### src/rtl/nor_cmd_pkg.sv
package nor_cmd_pkg;
  localparam int CMD_AW = 11;

  localparam logic [CMD_AW-1:0] ADR_KEY1 = 11'h555;
  localparam logic [CMD_AW-1:0] ADR_KEY2 = 11'h2AA;

  localparam logic [7:0] KEY1_BYTE   = 8'hAA;
  localparam logic [7:0] KEY2_BYTE   = 8'h55;
  localparam logic [7:0] OP_PROG     = 8'hA0;
  localparam logic [7:0] OP_IDENT    = 8'h90;
  localparam logic [7:0] OP_ERSETUP  = 8'h80;
  localparam logic [7:0] OP_CHIP     = 8'h10;
  localparam logic [7:0] OP_SECTOR   = 8'h30;
  localparam logic [7:0] OP_SUSPEND  = 8'hB0;
  localparam logic [7:0] OP_ABANDON  = 8'hF0;

  typedef enum logic [2:0] {
    M_READ  = 3'd0,
    M_AUTO  = 3'd1,
    M_PROG  = 3'd2,
    M_WIN   = 3'd3,
    M_ERASE = 3'd4,
    M_SUSP  = 3'd5,
    M_SAUTO = 3'd6,
    M_SPROG = 3'd7
  } mode_e;

  typedef enum logic [2:0] {
    S_IDLE = 3'd0,
    S_K1   = 3'd1,
    S_K2   = 3'd2,
    S_PSET = 3'd3,
    S_ESET = 3'd4,
    S_EK1  = 3'd5,
    S_EK2  = 3'd6
  } seq_e;
endpackage

### src/rtl/nor_erase_window.sv
module nor_erase_window #(
  parameter int WIN_CYCLES = 12500
) (
  input  logic clk,
  input  logic rst,
  input  logic load,
  input  logic run,
  output logic expired
);
  localparam int CW = (WIN_CYCLES > 1) ? $clog2(WIN_CYCLES) : 1;
  localparam logic [CW-1:0] LOAD_VAL = CW'(WIN_CYCLES - 1);

  logic [CW-1:0] cnt_q;

  always_ff @(posedge clk) begin
    if (rst) begin
      cnt_q <= '0;
    end else if (load) begin
      cnt_q <= LOAD_VAL;
    end else if (run && cnt_q != '0) begin
      cnt_q <= cnt_q - 1'b1;
    end
  end

  assign expired = run && (cnt_q == '0);

  // a freshly loaded window never reports expiry on the next cycle unless one cycle long
  AST_LOAD_NOT_EXPIRED: assert property (@(posedge clk) disable iff (rst)
    (load && WIN_CYCLES > 1) |=> (cnt_q != '0));
endmodule

### src/rtl/nor_sector_mask.sv
module nor_sector_mask #(
  parameter int SECT_BITS = 3
) (
  input  logic                 clk,
  input  logic                 rst,
  input  logic                 clr,
  input  logic                 set_all,
  input  logic                 set_en,
  input  logic [SECT_BITS-1:0] set_idx,
  output logic [(1<<SECT_BITS)-1:0] mask
);
  localparam int NS = 1 << SECT_BITS;

  logic [NS-1:0] mask_q;
  logic [NS-1:0] mask_nxt;

  for (genvar i = 0; i < NS; i++) begin : g_bit
    assign mask_nxt[i] = mask_q[i] | set_all |
                         (set_en && (set_idx == SECT_BITS'(i)));
  end

  always_ff @(posedge clk) begin
    if (rst || clr) mask_q <= '0;
    else            mask_q <= mask_nxt;
  end

  assign mask = mask_q;

  // selected sectors only accumulate until an explicit clear
  AST_MASK_MONOTONE: assert property (@(posedge clk) disable iff (rst)
    (!clr) |=> ((mask_q & $past(mask_q)) == $past(mask_q)));
endmodule

### src/rtl/nor_cmd_decoder.sv
module nor_cmd_decoder
  import nor_cmd_pkg::*;
#(
  parameter int ADDR_W     = 19,
  parameter int SECT_BITS  = 3,
  parameter int WIN_CYCLES = 12500
) (
  input  logic                      clk,
  input  logic                      rst,
  input  logic                      wr_stb,
  input  logic [ADDR_W-1:0]         wr_addr,
  input  logic [7:0]                wr_data,
  input  logic                      busy_i,
  output logic [2:0]                mode_o,
  output logic                      prog_start_o,
  output logic [ADDR_W-1:0]         prog_addr_o,
  output logic [7:0]                prog_data_o,
  output logic                      erase_start_o,
  output logic                      erase_chip_o,
  output logic [(1<<SECT_BITS)-1:0] sector_mask_o,
  output logic                      win_done_o
);
  localparam int NS = 1 << SECT_BITS;

  mode_e mode_q, mode_d;
  seq_e  seq_q, seq_d;

  logic              pstart_q, pstart_d;
  logic              estart_q, estart_d;
  logic              chip_q, chip_d;
  logic              done_q, done_d;
  logic              begun_q, begun_d;
  logic              busy_q;
  logic [ADDR_W-1:0] paddr_q;
  logic [7:0]        pdata_q;

  logic lat_en, m_clr, m_all, m_set, win_load, win_exp;
  logic busy_fall, on_key1, on_key2;
  logic [SECT_BITS-1:0] sect_idx;
  logic [NS-1:0]        mask_w;

  assign busy_fall = busy_q && !busy_i;
  assign on_key1   = (wr_addr[CMD_AW-1:0] == ADR_KEY1);
  assign on_key2   = (wr_addr[CMD_AW-1:0] == ADR_KEY2);
  assign sect_idx  = wr_addr[ADDR_W-1 -: SECT_BITS];

  nor_erase_window #(.WIN_CYCLES(WIN_CYCLES)) u_win (
    .clk     (clk),
    .rst     (rst),
    .load    (win_load),
    .run     (mode_q == M_WIN),
    .expired (win_exp)
  );

  nor_sector_mask #(.SECT_BITS(SECT_BITS)) u_mask (
    .clk     (clk),
    .rst     (rst),
    .clr     (m_clr),
    .set_all (m_all),
    .set_en  (m_set),
    .set_idx (sect_idx),
    .mask    (mask_w)
  );

  always_comb begin
    mode_d   = mode_q;
    seq_d    = seq_q;
    pstart_d = 1'b0;
    estart_d = 1'b0;
    chip_d   = chip_q;
    done_d   = done_q;
    begun_d  = begun_q;
    lat_en   = 1'b0;
    m_clr    = 1'b0;
    m_all    = 1'b0;
    m_set    = 1'b0;
    win_load = 1'b0;

    case (mode_q)
      M_READ, M_SUSP: begin
        if (wr_stb) begin
          seq_d = S_IDLE;
          case (seq_q)
            S_IDLE: begin
              if (wr_data == KEY1_BYTE && on_key1) begin
                seq_d = S_K1;
              end else if (mode_q == M_SUSP && wr_data == OP_SECTOR) begin
                mode_d = M_ERASE;
                if (!begun_q) begin
                  estart_d = 1'b1;
                  begun_d  = 1'b1;
                end
              end
            end
            S_K1: if (wr_data == KEY2_BYTE && on_key2) seq_d = S_K2;
            S_K2: begin
              if (on_key1) begin
                case (wr_data)
                  OP_PROG:    seq_d  = S_PSET;
                  OP_IDENT:   mode_d = (mode_q == M_READ) ? M_AUTO : M_SAUTO;
                  OP_ERSETUP: if (mode_q == M_READ) seq_d = S_ESET;
                  default:    seq_d  = S_IDLE;
                endcase
              end
            end
            S_PSET: begin
              lat_en   = 1'b1;
              pstart_d = 1'b1;
              mode_d   = (mode_q == M_READ) ? M_PROG : M_SPROG;
            end
            S_ESET: if (wr_data == KEY1_BYTE && on_key1) seq_d = S_EK1;
            S_EK1:  if (wr_data == KEY2_BYTE && on_key2) seq_d = S_EK2;
            S_EK2: begin
              if (wr_data == OP_CHIP && on_key1) begin
                mode_d   = M_ERASE;
                chip_d   = 1'b1;
                m_all    = 1'b1;
                estart_d = 1'b1;
                begun_d  = 1'b1;
              end else if (wr_data == OP_SECTOR) begin
                mode_d   = M_WIN;
                m_set    = 1'b1;
                win_load = 1'b1;
                begun_d  = 1'b0;
                done_d   = 1'b0;
              end
            end
            default: seq_d = S_IDLE;
          endcase
        end
      end

      M_AUTO:  if (wr_stb && wr_data == OP_ABANDON) mode_d = M_READ;
      M_SAUTO: if (wr_stb && wr_data == OP_ABANDON) mode_d = M_SUSP;

      M_WIN: begin
        if (wr_stb) begin
          if (wr_data == OP_SECTOR) begin
            m_set    = 1'b1;
            win_load = 1'b1;
          end else if (wr_data == OP_SUSPEND) begin
            mode_d = M_SUSP;
            done_d = 1'b1;
          end else begin
            mode_d = M_READ;
            m_clr  = 1'b1;
          end
        end else if (win_exp) begin
          mode_d   = M_ERASE;
          estart_d = 1'b1;
          begun_d  = 1'b1;
          done_d   = 1'b1;
        end
      end

      M_PROG: if (busy_fall) mode_d = M_READ;

      M_ERASE: begin
        if (busy_fall) begin
          mode_d = M_READ;
          m_clr  = 1'b1;
          chip_d = 1'b0;
          done_d = 1'b0;
        end else if (wr_stb && wr_data == OP_SUSPEND && !chip_q) begin
          mode_d = M_SUSP;
        end
      end

      M_SPROG: if (busy_fall) mode_d = M_SUSP;

      default: mode_d = M_READ;
    endcase

    if (mode_d != mode_q) seq_d = S_IDLE;
  end

  always_ff @(posedge clk) begin
    if (rst) begin
      mode_q   <= M_READ;
      seq_q    <= S_IDLE;
      pstart_q <= 1'b0;
      estart_q <= 1'b0;
      chip_q   <= 1'b0;
      done_q   <= 1'b0;
      begun_q  <= 1'b0;
      busy_q   <= 1'b0;
      paddr_q  <= '0;
      pdata_q  <= '0;
    end else begin
      mode_q   <= mode_d;
      seq_q    <= seq_d;
      pstart_q <= pstart_d;
      estart_q <= estart_d;
      chip_q   <= chip_d;
      done_q   <= done_d;
      begun_q  <= begun_d;
      busy_q   <= busy_i;
      if (lat_en) begin
        paddr_q <= wr_addr;
        pdata_q <= wr_data;
      end
    end
  end

  assign mode_o        = mode_q;
  assign prog_start_o  = pstart_q;
  assign prog_addr_o   = paddr_q;
  assign prog_data_o   = pdata_q;
  assign erase_start_o = estart_q;
  assign erase_chip_o  = chip_q;
  assign sector_mask_o = mask_w;
  assign win_done_o    = done_q;

  AST_PROG_PULSE_MODE: assert property (@(posedge clk) disable iff (rst)
    prog_start_o |-> (mode_o == M_PROG || mode_o == M_SPROG));
  AST_AUTO_STICKY: assert property (@(posedge clk) disable iff (rst)
    (mode_o == M_AUTO && !(wr_stb && wr_data == OP_ABANDON)) |=> (mode_o == M_AUTO));
  AST_WIN_HAS_SECTOR: assert property (@(posedge clk) disable iff (rst)
    (mode_o == M_WIN) |-> (sector_mask_o != '0));
  AST_WIN_CLOSE: assert property (@(posedge clk) disable iff (rst)
    (mode_o == M_WIN && !wr_stb && win_exp) |=> (erase_start_o && mode_o == M_ERASE));
  AST_ERASE_PULSE_MODE: assert property (@(posedge clk) disable iff (rst)
    erase_start_o |-> (mode_o == M_ERASE));
  AST_PROG_HOLD: assert property (@(posedge clk) disable iff (rst)
    (mode_o == M_PROG && !busy_fall) |=> (mode_o == M_PROG));
  AST_CHIP_NO_SUSPEND: assert property (@(posedge clk) disable iff (rst)
    (mode_o == M_ERASE && erase_chip_o && !busy_fall) |=> (mode_o == M_ERASE));
endmodule

### config.mk
export PLATFORM = sky130hd
export DESIGN_NAME = nor_cmd_decoder
export DESIGN_NICKNAME = d
export VERILOG_FILES = /design/src/rtl/nor_cmd_pkg.sv /design/src/rtl/nor_erase_window.sv /design/src/rtl/nor_sector_mask.sv /design/src/rtl/nor_cmd_decoder.sv
export SDC_FILE = /design/constraint.sdc
export NUM_CORES = 1
export LEC_CHECK = 0
export ABC_CLOCK_PERIOD_IN_PS = 2800
export BUFFER_PORTS_ARGS = -buffer_cell sky130_fd_sc_hd__buf_2
export CAP_MARGIN = 5
export CORE_ASPECT_RATIO = 1.25
export CORE_MARGIN = 3
export CORE_UTILIZATION = 54
export CTS_CLUSTER_DIAMETER = 30
export DETAILED_ROUTE_END_ITERATION = 10
export GPL_ROUTABILITY_DRIVEN = 0
export HOLD_SLACK_MARGIN = 0.06
export PLACE_DENSITY = 0.79
export SLEW_MARGIN = 20
export SYNTH_ARGS = -nofsm -noshare
export SYNTH_HDL_FRONTEND = slang
export SYNTH_SLANG_ARGS = --single-unit
### constraint.sdc
create_clock -name clk -period 2.8 [get_ports clk]
set_input_delay 0.84 -clock clk [delete_from_list [all_inputs] [get_ports clk]]
set_output_delay 0.84 -clock clk [all_outputs]
set_load 0.005 [all_outputs]
# After elaboration in Yosys (flattened, before gate mapping)
# Cells that the tools add are included.
# W data, S select, Z words.
# totals
input_bits,31
elab_cells,192
ff_bits,61
output_inout_bits,42
# classes
bitwise,16
add_sub_neg,1
mux,78
reduce_logical,37
eq_ne,47
# ops
op,n
$mux W3,23
$eq A8 B8 Y1 const B,6
$mux W1,40
$eq A3 B3 Y1 const B,11
$mux W14,2
$pmux W3 S7,1
$eq A3 B2 Y1 const B,6
$logic_and A1 B1 Y1,18
$or A1 B1 Y1,16
$ne A3 B3 Y1 const B,5
$pmux W3 S5,1
$logic_not A14 Y1,1
$ne A2 B2 Y1 const B,7
$pmux W1 S2,7
$reduce_bool A14 Y1,1
$sub A14 B1 Y14 const B,1
$pmux W3 S4,1
$eq A11 B10 Y1 const B,1
$eq A11 B11 Y1 const B,1
$eq A3 B1 Y1 const B,3
$logic_not A3 Y1,3
$reduce_and A9 Y1,1
$eq A8 B5 Y1 const B,1
$eq A8 B6 Y1 const B,1
16 further kinds,21

# Depth between registers and ports, before layout
# logic_depth
ltp_word,9
ltp_mapped,8
mapped_depth_nobuf,8

# Hierarchy
# A second synthesis with hierarchy kept.
# hier_totals
cells_unflattened,459
area_unflattened_um2,3691.0
# modules_own_cells
module,cells_each,seq_area_each_um2,area_each_um2,n_inst
nor_cmd_decoder,339,780.7,2597.5,1
nor_erase_window,89,280.3,770.7,1
nor_sector_mask,31,160.2,322.8,1

# Worst setup path after synthesis
# No wires, ideal clock.
# synth_path
path_kind,input to register
from,input wr_data[7]
to,register seq_q[2]
t_arrival_ns,2.175
path_buffers,1
stages,7
path_slack_ns,0.492
setup_ns,0.132
t_required_ns,2.668
cell_sequence,clkbuf_1 nand2_1 nor4_4 a311oi_1 or3b_1 nand4_2 a211oi_2
# synth_via
elab_chain_len,9
word_cells_on_any_way,39
classes_between,eq/ne: 10; mux: 21; reduce/logical: 8
# synth_rtl
item,line,source
start: declaration,nor_cmd_decoder.sv:12,"input logic [7:0] wr_data,"
$eq A8 B6 Y1,"nor_cmd_decoder.sv:87, nor_cmd_decoder.sv:120, nor_cmd_decoder.sv:138",
$logic_and A1 B1 Y1,nor_cmd_decoder.sv:87,end else if (mode_q == M_SUSP && wr_data == OP_SECTOR) begin
$mux W3,nor_cmd_decoder.sv:87,
$mux W3,nor_cmd_decoder.sv:85,if (wr_data == KEY1_BYTE && on_key1) begin
$pmux W3 S4,nor_cmd_decoder.sv:83,case (seq_q)
$mux W3,nor_cmd_decoder.sv:81,if (wr_stb) begin
$pmux W3 S7,nor_cmd_decoder.sv:79,case (mode_q)
$ne A3 B3 Y1,nor_cmd_decoder.sv:174,if (mode_d != mode_q) seq_d = S_IDLE;
$reduce_or A2 Y1 (no line),n/a,
end signal: assignment,nor_cmd_decoder.sv:191,seq_q <= seq_d;
end: declaration,nor_cmd_decoder.sv:26,"seq_e seq_q, seq_d;"
# Several ways; a longest one is shown, not always the timed one.
# A chain may end at the register's enable or synchronous reset.

# Worst setup path in the final report
# layout_path
from,register mode_q[2] (netlist: mode_o[2])
to,register pdata_q[1] (netlist: prog_data_o[1])
# layout_via
elab_chain_len,3
word_cells_on_any_way,4
classes_between,eq/ne: 1; mux: 1; reduce/logical: 2
# layout_rtl
item,line,source
start: declaration,nor_cmd_decoder.sv:25,"mode_e mode_q, mode_d;"
start signal: assignment,nor_cmd_decoder.sv:190,mode_q <= mode_d;
$eq A3 B3 Y1 / $logic_not A3 Y1 (equally long branches),nor_cmd_decoder.sv:79,
$reduce_or A2 Y1 (*),nor_cmd_decoder.sv:79,
$mux W1 (*),n/a,
end signal: assignment,nor_cmd_decoder.sv:200,pdata_q <= wr_data;
end: declaration,nor_cmd_decoder.sv:35,logic [7:0] pdata_q;
# Every way passes the cells marked *; elsewhere a longest branch is shown, timed or not.

==> out/qor.csv <==
stage,metric,value,unit
min_path,Hold Path Cell Cnt,2,
yosys,Synth area leaders,"dfxtp_1, nand2_1, a21oi_1, nor4_2, nor2_1",
min_path,Hold WC Path Type,reg -> reg,
floorplan,die span in y,93.48,um
route,final WL,8307,um
cells_and_area,Register Area,1221,sq um
yosys,Seq cells post-synth,61,
critical_path,Crit Path Category,reg -> reg,
yosys,mux contribution to synthesized area,0,
route,Final ANT Viol Nets,0,
critical_path,CP Launch Type,register,
critical_path,R2R depth,6,
floorplan,die area,7102,sq um
power_and_ir_drop,worst IR drop on VDD,0.4722,mV
clocking,Num CTS Buffers,9,
placed_design,DP Wirelength,6003,um
power_and_ir_drop,Int Power,1.335,mW
grt,GRT Total Usage,0.2446,
yosys,Cells after Synth,398,
placed_design,placed cell area,3694,sq um
critical_path,nature of the critical path endpoint,register,
power_and_ir_drop,Leak,1.506,nW
power_and_ir_drop,Pwr Total,1.808,mW
floorplan,Core ar.,5857,sq um
clocking,hold buffers post-CTS,0,
power_and_ir_drop,Reg power frac,0.482,
yosys,most common cell in the netlist,nand2_1,
sta,# setup viols final,0,
yosys,sequential fraction of the synthesis area,0.3694,
yosys,mean post-synth cell area,8.306,sq um
yosys,Syn Std Cell Area,3306,sq um
critical_path,worst stage delay on the critical path,0.60,ns
power_and_ir_drop,Comb power frac,0.077,
yosys,syn_nets,430,
power_and_ir_drop,NetSw,0.4735,mW
clocking,clock transition at the registers of the reported paths,0.08,ns
clocking,post-CTS setup buffers,0,
floorplan,Row Count,31,
yosys,largest area contributor in the netlist,dfxtp_1,
yosys,Synth top cells by count,"nand2_1, dfxtp_1, a21oi_1",
job,MaxCap Viol Count,0,
placed_design,port bufs,72,
route,Residual DRC,0,
sta,Period minus WS final,2.296,ns
sta,final hold viol count,0,
route,TritonRoute pass-1 iters,4,
clocking,CTS tree,yes,
clocking,H-tree levels,3,
cells_and_area,layout cells sized above 1,0.2845,
cells_and_area,# fillers,486,
clocking,worst skew pair latency,0.35,ns
yosys,Post-Synth Adder-Cell Area,0.003785,
sta,actual slew at the worst max-slew pin,0.9383,ns
critical_path,"Slowest-stage cell, CP",or2_1,
min_path,HP Start,prog_addr_o[14]$_SDFFE_PP0P_,
critical_path,R2R Path Start,mode_o[2]$_SDFF_PP0_,
cells_and_area,area of the multi-input gates,1942,sq um
yosys,Synth Flop Type,dfxtp_1,
critical_path,worst reg-to-reg setup slack,0.50,ns
yosys,post-synthesis cell type count,70,
yosys,Yosys warnings,0,
grt,initial antenna violation count,0,
critical_path,Crit path required time,3.02,ns
cells_and_area,Final Cell Area,3892,sq um
critical_path,worst path arrival time,2.52,ns
floorplan,Starting Density,0.5644,
route,DRT iter0 DRCs,150,
sta,Final Cycle Share,0.8202,
clocking,post_cts resized,0,
power_and_ir_drop,clock power share,0.440,
sta,Hold WS,0.4570,ns
yosys,simple-gate area share of the yosys netlist,0.3509,
grt,largest net degree at the start of global routing,44,
sta,fmax,435.5,MHz
yosys,Post-synth ARST share,0,
route,DR WL/cell,15.02,um
cells_and_area,P&R area growth vs syn,17.75,%
sta,unrepaired setup endpoints after global routing,false,
yosys,Post-synth EDFFs,0,
clocking,Clock Path Buffers,2,
floorplan,I/O pin count,73,
clocking,clk root buf,clkbuf_8,
power_and_ir_drop,Power Density,464.6,nW/um^2
yosys,Synth Area in Compound Gates,0.2010,
critical_path,CP max FO,28,
sta,clk_skew,0.005732,ns
yosys,post-synthesis xor/xnor area fraction,0.03179,
grt,GR Overflow Total,0,
cells_and_area,final net count,498,
route,drt via density,5.846,
grt,vias in the first global route,3124,
critical_path,reg2reg end,prog_data_o[1]$_SDFFE_PP0P_,
clocking,Sink Count,61,
yosys,share of the synthesized area in the top cell type,0.3694,
yosys,main combinational cell family by area after synthesis,simple AND/OR/NAND/NOR gates,
sta,max-slew violations,0,
cells_and_area,ant diodes,0,
floorplan,Die X,75.98,um
sta,Slew Limit Headroom,0.3744,
route,vias post-DR,3233,
critical_path,CP Cell Sequence,nor2b_4 -> nor3_4 -> nand2_4 -> or2_1 -> nand2_1 -> a21oi_1,
min_path,Worst Hold End,prog_addr_o[14]$_SDFFE_PP0P_,
sta,setup_tns,0,ns
power_and_ir_drop,Switching Share,0.2618,
status,status,"complete, no violations",
grt,global-route wire length before repair,14280,um
through the flow:
stage,std cells,worst slack (ns),utilization
after floorplan,398,0.4923,-
after global placement,537,0.2416,0.6306
after detailed placement,537,0.1989,0.6306
after CTS,553,0.5009,0.6646
after global routing,553,0.2994,0.6646
final,553,0.5035,0.6646
layout by cell type, fill, tap and decap left out, types with 3 or more instances in the layout:
cell         n
a21oi_1     49
buf_4        5
clkbuf_8     9
nand4_1      7
xnor2_1      9
a31oi_1      4
nor2_1      26
buf_2       72
nor2b_1      4
nand3b_1     4
nor3_2       4
nand2_1     70
inv_1        8
nor4_1       4
o21ai_0     19
clkinvlp_4   3
xor2_1       3
nand4_2      3
o21a_1       3
nor3_1       7
o21ai_1      7
dfxtp_1     61
o31ai_1      4
nand3_1      9
or2_1        3
nand2b_1     5
nor4_2       8
how the worst max path moves through the flow:
stage          slack [ns]            startpoint  cells past startpoint                            to
2_1_floorplan        0.49            wr_data[7]                      7         seq_q[2]$_SDFFE_PP0P_
3_5_place_dp         0.20            wr_data[3]                      7         seq_q[2]$_SDFFE_PP0P_
6_report             0.50  mode_o[2]$_SDFF_PP0_                      6   prog_data_o[1]$_SDFFE_PP0P_
5_1_grt              0.30  mode_o[2]$_SDFF_PP0_                      6   prog_addr_o[5]$_SDFFE_PP0P_
4_1_cts              0.50  mode_o[2]$_SDFF_PP0_                      6  prog_addr_o[18]$_SDFFE_PP0P_
3_3_place_gp         0.24            wr_data[3]                      7         seq_q[2]$_SDFFE_PP0P_
cell families after synthesis:
group / after synthesis
compound gates: 108
xor+xnor: 12
fa+ha+maj: 1
buf+inv: 28
flops: 61
simple gates: 188
critical path, delay by kind of cell, from the launching register on:
kind / cells / cell delay [ns]
and+or+nand+nor: 5 / 1.57
AOI/OAI and AO/OA: 1 / 0.08
DFF: 1 / 0.51
metal layers:
metal  vias up  wire [um]  GRT usage  share of wire
li1       1573          -          -              -
met5         -          0          0              0
met4         0        215     0.1118          0.026
met1      1532       3444     0.2796           0.41
met2       105       4057     0.4172           0.49
met3        23        589    0.07900          0.071
power groups by stage:
stage | clock network, mW | logic (mW) | registers (mW)
after floorplan | 0 | 0.0802 | 0.893
after global placement | 0 | 0.136 | 0.892
after detailed placement | 0 | 0.137 | 0.892
after CTS | 0.803 | 0.139 | 0.872
after global routing | 0.837 | 0.154 | 0.873
final | 0.796 | 0.140 | 0.872
state kept, by name, summed over array words and instances, names as in the netlist:
register and count:
prog_addr_o 19, u_win.cnt_q 14, prog_data_o 8, u_mask.mask 8, mode_o 3, seq_q 3, begun_q 1, busy_q 1
erase_chip_o 1, erase_start_o 1, prog_start_o 1, win_done_o 1
layout make-up:
cell class | instances | share of cell area
clock buffers | 9 | 0.03182
well taps | 82 | 0.02636
repair buffers | 77 | 0.1022
inverters | 8 | 0.007715
clock inverters | 7 | 0.01929
flip-flops and latches | 61 | 0.3137
multi-input cells | 309 | 0.4989
No activity file was read; power rests on OpenSTA's default activity.
